==> src/rtl/hpt_pkg.sv <==
package hpt_pkg;
    typedef enum logic [2:0] {
        ST_IDLE,
        ST_REQ,
        ST_WAIT,
        ST_SETR,
        ST_SETC,
        ST_FIN
    } walk_st_e;
endpackage

==> src/rtl/hpt_hash.sv <==
module hpt_hash #(
    parameter int ADDR_W = 32,
    parameter int VSID_W = 24,
    parameter int PIDX_W = 16,
    parameter int GRP_SH = 6
) (
    input  logic [VSID_W-1:0] vsid,
    input  logic [PIDX_W-1:0] pidx,
    input  logic              second,
    input  logic [ADDR_W-1:0] mask,
    output logic [ADDR_W-1:0] grp_off
);
    logic [ADDR_W-1:0] hash;
    logic [ADDR_W-1:0] sel;

    always_comb begin
        hash    = ADDR_W'(vsid ^ VSID_W'(pidx));
        sel     = second ? ~hash : hash;
        grp_off = (sel << GRP_SH) & mask;
    end
endmodule

==> src/rtl/hpt_match.sv <==
module hpt_match #(
    parameter int VSID_W = 24,
    parameter int API_W  = 6
) (
    input  logic [VSID_W+API_W+1:0] word0,
    input  logic                    pass,
    input  logic [VSID_W-1:0]       vsid,
    input  logic [API_W-1:0]        api,
    output logic                    match
);
    localparam int V_BIT = VSID_W + API_W + 1;
    localparam int H_BIT = API_W;

    always_comb begin
        match = word0[V_BIT]
             && (word0[H_BIT] == pass)
             && (word0[V_BIT-1 -: VSID_W] == vsid)
             && (word0[API_W-1:0] == api);
    end
endmodule

==> src/rtl/hpt_walker.sv <==
module hpt_walker #(
    parameter int ADDR_W = 32,
    parameter int NSEG   = 16,
    parameter int NENT   = 8,
    parameter int VSID_W = 24,
    parameter int PG_SH  = 12
) (
    input  logic                      clk,
    input  logic                      rst_n,
    input  logic                      seg_we,
    input  logic [$clog2(NSEG)-1:0]   seg_idx,
    input  logic [VSID_W-1:0]         seg_vsid,
    input  logic [ADDR_W-1:0]         tbl_base,
    input  logic [ADDR_W-1:0]         tbl_mask,
    input  logic                      start,
    input  logic [ADDR_W-1:0]         ea,
    input  logic                      is_store,
    output logic                      rd_req_valid,
    input  logic                      rd_req_ready,
    output logic [ADDR_W-1:0]         rd_addr,
    input  logic                      rd_rsp_valid,
    input  logic [31:0]               rd_rsp_data,
    output logic                      wr_en,
    output logic [ADDR_W-1:0]         wr_addr,
    output logic [7:0]                wr_byte,
    output logic                      done,
    output logic                      hit,
    output logic [ADDR_W-1:0]         raddr,
    output logic [ADDR_W-1:0]         pte_off,
    output logic [1:0]                prot
);
    import hpt_pkg::*;

    localparam int SEG_W  = $clog2(NSEG);
    localparam int ENT_W  = $clog2(NENT);
    localparam int ENT_SH = 3;
    localparam int GRP_SH = ENT_SH + ENT_W;
    localparam int PIDX_W = ADDR_W - SEG_W - PG_SH;
    localparam int API_W  = 32 - VSID_W - 2;
    localparam int R_BIT  = 8;
    localparam int C_BIT  = 7;

    typedef struct packed {
        walk_st_e                      st;
        logic [NSEG-1:0][VSID_W-1:0]   segs;
        logic [ADDR_W-1:0]             ea;
        logic                          store;
        logic [VSID_W-1:0]             vsid;
        logic                          pass;
        logic [ENT_W-1:0]              idx;
        logic                          word;
        logic [31:0]                   w1;
        logic                          hit;
        logic [ADDR_W-1:0]             raddr;
        logic [ADDR_W-1:0]             off;
        logic [1:0]                    prot;
    } walk_t;

    walk_t q, n;
    logic [ADDR_W-1:0] grp_off;
    logic [ADDR_W-1:0] ent_off;
    logic              match;

    hpt_hash #(
        .ADDR_W(ADDR_W), .VSID_W(VSID_W), .PIDX_W(PIDX_W), .GRP_SH(GRP_SH)
    ) u_hash (
        .vsid(q.vsid),
        .pidx(q.ea[PG_SH +: PIDX_W]),
        .second(q.pass),
        .mask(tbl_mask),
        .grp_off(grp_off)
    );

    hpt_match #(.VSID_W(VSID_W), .API_W(API_W)) u_match (
        .word0(rd_rsp_data),
        .pass(q.pass),
        .vsid(q.vsid),
        .api(q.ea[ADDR_W-SEG_W-1 -: API_W]),
        .match(match)
    );

    always_comb begin
        n            = q;
        ent_off      = grp_off + (ADDR_W'(q.idx) << ENT_SH);
        rd_req_valid = 1'b0;
        rd_addr      = tbl_base + ent_off + (ADDR_W'(q.word) << 2);
        wr_en        = 1'b0;
        wr_addr      = '0;
        wr_byte      = '0;

        if (seg_we) n.segs[seg_idx] = seg_vsid;

        unique case (q.st)
            ST_IDLE: begin
                if (start) begin
                    n.ea    = ea;
                    n.store = is_store;
                    n.vsid  = q.segs[ea[ADDR_W-1 -: SEG_W]];
                    n.pass  = 1'b0;
                    n.idx   = '0;
                    n.word  = 1'b0;
                    n.st    = ST_REQ;
                end
            end
            ST_REQ: begin
                rd_req_valid = 1'b1;
                if (rd_req_ready) n.st = ST_WAIT;
            end
            ST_WAIT: begin
                if (rd_rsp_valid) begin
                    if (q.word) begin
                        n.w1    = rd_rsp_data;
                        n.hit   = 1'b1;
                        n.raddr = {rd_rsp_data[31:PG_SH], q.ea[PG_SH-1:0]};
                        n.off   = ent_off;
                        n.prot  = rd_rsp_data[1:0];
                        if (!rd_rsp_data[R_BIT])
                            n.st = ST_SETR;
                        else if (!rd_rsp_data[C_BIT] && q.store)
                            n.st = ST_SETC;
                        else
                            n.st = ST_FIN;
                    end else if (match) begin
                        n.word = 1'b1;
                        n.st   = ST_REQ;
                    end else if (q.idx != ENT_W'(NENT-1)) begin
                        n.idx = q.idx + 1'b1;
                        n.st  = ST_REQ;
                    end else if (!q.pass) begin
                        n.pass = 1'b1;
                        n.idx  = '0;
                        n.st   = ST_REQ;
                    end else begin
                        n.hit = 1'b0;
                        n.st  = ST_FIN;
                    end
                end
            end
            ST_SETR: begin
                wr_en   = 1'b1;
                wr_addr = tbl_base + ent_off + ADDR_W'(6);
                wr_byte = q.w1[15:8] | 8'h01;
                n.st    = (!q.w1[C_BIT] && q.store) ? ST_SETC : ST_FIN;
            end
            ST_SETC: begin
                wr_en   = 1'b1;
                wr_addr = tbl_base + ent_off + ADDR_W'(7);
                wr_byte = q.w1[7:0] | 8'h80;
                n.st    = ST_FIN;
            end
            ST_FIN: n.st = ST_IDLE;
            default: n.st = ST_IDLE;
        endcase
    end

    always_ff @(posedge clk) begin
        if (!rst_n) q <= '0;
        else        q <= n;
    end

    assign done    = (q.st == ST_FIN);
    assign hit     = q.hit;
    assign raddr   = q.raddr;
    assign pte_off = q.off;
    assign prot    = q.prot;
endmodule

==> config.mk <==
export PLATFORM = sky130hd
export DESIGN_NAME = hpt_walker
export DESIGN_NICKNAME = d
export VERILOG_FILES = /design/src/rtl/hpt_pkg.sv /design/src/rtl/hpt_hash.sv /design/src/rtl/hpt_match.sv /design/src/rtl/hpt_walker.sv
export SDC_FILE = /design/constraint.sdc
export NUM_CORES = 1
export LEC_CHECK = 0
export BUFFER_PORTS_ARGS = -buffer_cell sky130_fd_sc_hd__buf_2
export CORE_AREA = 2 2 238 240
export CTS_BUF_LIST = sky130_fd_sc_hd__clkbuf_4 sky130_fd_sc_hd__clkbuf_8
export DETAILED_ROUTE_END_ITERATION = 8
export DIE_AREA = 0 0 240 242
export PLACE_DENSITY_LB_ADDON = 0.15
export SLEW_MARGIN = 20
export SYNTH_ARGS = -nofsm -noshare
export SYNTH_HDL_FRONTEND = slang
export SYNTH_SLANG_ARGS = --single-unit
==> constraint.sdc <==
create_clock -name clk -period 4.9 [get_ports clk]
set_clock_uncertainty 0.15 [all_clocks]
set_input_delay 0.49 -clock clk [delete_from_list [all_inputs] [get_ports clk]]
set_output_delay 0.49 -clock clk [all_outputs]
set_load 0.005 [all_outputs]
==> impl_results.md <==
- Setup ws final: -0.05730 ns
- Die Span Y: 242 um
- CTS Buf Count: 87
- Post-Route WL: between 90,000 and 100,000 um
- CTS tree: built
- Type of the worst setup path: flip-flop to primary output
- Non-Filler Instances: approximately 4,400
- CP delay by family, top: simple AND/OR/NAND/NOR gates
- Post-synth EDFFs: 0
- Hold Crit Class: input port to flip-flop
- Inst Count DP: 4,104
- Total Die Area: 58,080 um^2
- Critical R2R Capture: q[101]
- Worst relative slew slack: 27.61%
- HPWL after DPL: around 63,000 um
- VDD IR max: 219.6 uV
- Top-count cell post-synth: nand2_1
- Synth Register Bits: 518
- Worst hold start: seg_vsid[17]
- DRC Markers: 0
- Clock Sinks: 518
- Power density over the cells: 344.6 nW/um^2
- Cell count along the critical path: 15
- Worst path bufs/invs: 2
- Core Footprint: 55,730 um^2
- Slew Limit Fails: 0
- Final setup viols: 6
- Area grow syn2layout: 22.97%
- Worst-skew pair later-pin latency: 0.70 ns
- Crit path max-delay cell type: or4_4
- Pwr Total: 11,630 uW
- Failing checks: setup timing
- Reg-to-reg slack, setup: between 1.5 and 2 ns
- Sequential area share after synthesis: 37.78%
- Row cnt: just under 90
- Final core occ: 60.56%
- Area share of the largest cell type after synthesis: 37.78%
- H-tree Lvls: 3
- Final Hold Fails: 0
- Number of global-route vias before repair: 24,330
- Final cycle utilization of the critical path: 101.2%
- Initial core utilization: 49.24%
- Ys Warns: 0
- Clock-pin slew on the worst setup and hold paths: 0.06 ns
- RSZ-0062 raised after global routing: yes
- Dominant cell type by area after synthesis: dfxtp_1
- Worst Path Max Fanout: 5
- Async SR Flop Fraction: 0%
- Drt first pass iters: 5
- Critical Path Max Stage Delay: about 0.60 ns
- Setup crit start: q[141]
- Min Clock Period, post-route: between 4 and 5 ns
- Vias/cell: about 5.8
- Vias: 25,330
- Input/output buffers: 295
- Leak: 0.01220 uW
- Layout cells sized above 1: 26.60%
- Crit-path cells: xnor2_4 > xnor2_4 > and2_4 > ha_4 > o21ai_1 > o21ai_2 > buf_4 > a21oi_4 > xor2_2 > or4_4 > nor3_4 > nand4_1 > or3b_1 > mux2i_1 > buf_2
- Worst setup SP type: flip-flop
- Antenna-violating nets left: 0
- Largest cells by area after synthesis: dfxtp_1 (38%), nand2_1 (15%), a21boi_0 (14%), mux4_2 (9.8%), clkbuf_1 (3.3%)
- Measured slew at the worst slew-check pin: ~1.1 ns
- GP Congestion: 0.9275
- Initial antenna violation count: 7
- R2R Path Start: q[103]
- Cells after Synth: 3,280
- Mapped Area: between 20,000 and 30,000 um^2
- Width of the die: 240 um
- Main synth FF type: dfxtp_1
- IO Pins: ~310
- Setup crit end kind: primary output
- WL/cell: between 20 and 25 um
- Avg Synthesized Cell Area: 8.367 um^2
- CTS Buffer Depth: 3
- Peak Freq: 201.7 MHz
- Largest net degree at the start of global routing: 255
- NumNets Final: around 3,800
- Gr usage total: 32.68%
- Cell mode on critical path: xnor2_4
- Status: finished with violations
- Worst EP arrival: 4.32 ns
- Max cap viols: 0
- GRT overflow: 0
- Worst Setup EP: wr_addr[21]
- Worst reg2reg path depth: 11
- Fin Hold WS: 0.04010 ns
- CP required: 4.26 ns
- 1st-iter DRT viols: ~2,300
- Post-synth top cells: nand2_1 (1,101), dfxtp_1 (518), a21boi_0 (513)
- CTS Root Buffer Type: clkbuf_8
- Hold path depth: 3
- Fillcell total: 4,928
- Global-route wire length before repair: 144,700 um
- Synth cell types: roughly 90
stage by stage:
stage,TNS (ns),worst slack (ns),instance area (um^2)
global placement,0,0.1818,29310
detailed placement,0,0.1220,29310
finish,-0.1728,-0.05730,33750
global route,-3.513,-0.2117,33750
CTS,-0.2407,-0.08164,33110
floorplan,0,0.03760,27450
layout by cell type, fill, tap and decap left out, types with 18 or more instances in the layout:
cell type / count
buf_4: 144
nand4_1: 20
a21boi_0: 513
clkbuf_8: 112
nand3_1: 19
clkbuf_4: 22
xor2_1: 45
dfxtp_1: 502
mux4_2: 120
dlygate4sd3_1: 70
xnor2_2: 18
buf_2: 290
o21ai_0: 34
xnor2_1: 37
a21oi_1: 32
nor2_1: 53
nand2_1: 1090
and2_1: 28
layer usage:
layer	vias up	track usage (%)	share of wire [%]
met3	242	6.210	8.5
met1	12170	43.89	42
met2	1226	51.50	46
met5	-	0	0.053
li1	11680	-	-
met4	8	13.74	4.2
registers in the layout (all words and copies together), names as in the netlist:
register / flops
q: 476
raddr: 12
hit: 1
pte_off: 29
worst min path at each step:
stage / to / slack (ns)
final: q[370] / 0.04
after detailed placement: q[89] / 0.30
after global placement: q[403] / 0.30
after floorplan: q[128] / 0.29
after global routing: q[178] / 0.02
after CTS: q[466] / 0.00005
cell families after synthesis:
group | after synthesis | share of synthesized area (%)
compound gates | 735 | 19.54
xor+xnor | 116 | 3.729
fa+ha+maj | 36 | 1.669
buf+inv | 345 | 5.735
flops | 518 | 37.78
mux | 124 | 9.993
other cells | 1 | 0.01366
simple gates | 1405 | 21.54
tightest hold or removal path, cell delays in order:
cell	delay, ns
buf_2	0.20
nand2_1	0.08
a21boi_0	0.07
report_power, final:
part | switching (uW) | internal, uW
sequential | 84.1 | 4300
clock | 1810 | 2280
combinational | 1780 | 1370
timing repair:
item | in CTS | in global routing
buffers inserted | 38 | 25
resized for setup | 196 | 76
endpoints found under the setup margin | 43 | 36
hold buffers | 70 | 0
pin swaps | 76 | 38
endpoints found under the hold margin | 103 | 0
area by class of cell:
cell class	count	area [um^2]	area share, %
Multi-Input combinational cell	2419	16870	50.00
Sequential cell	518	10410	30.83
Timing Repair Buffer	528	3580	10.61
Clock buffer	134	1707	5.057
Tap cell	756	945.9	2.803
Clock inverter	19	166.4	0.4931
Inverter	17	63.81	0.1891
Antenna cell	3	7.507	0.02224
Power figures use the tool's default switching activity.
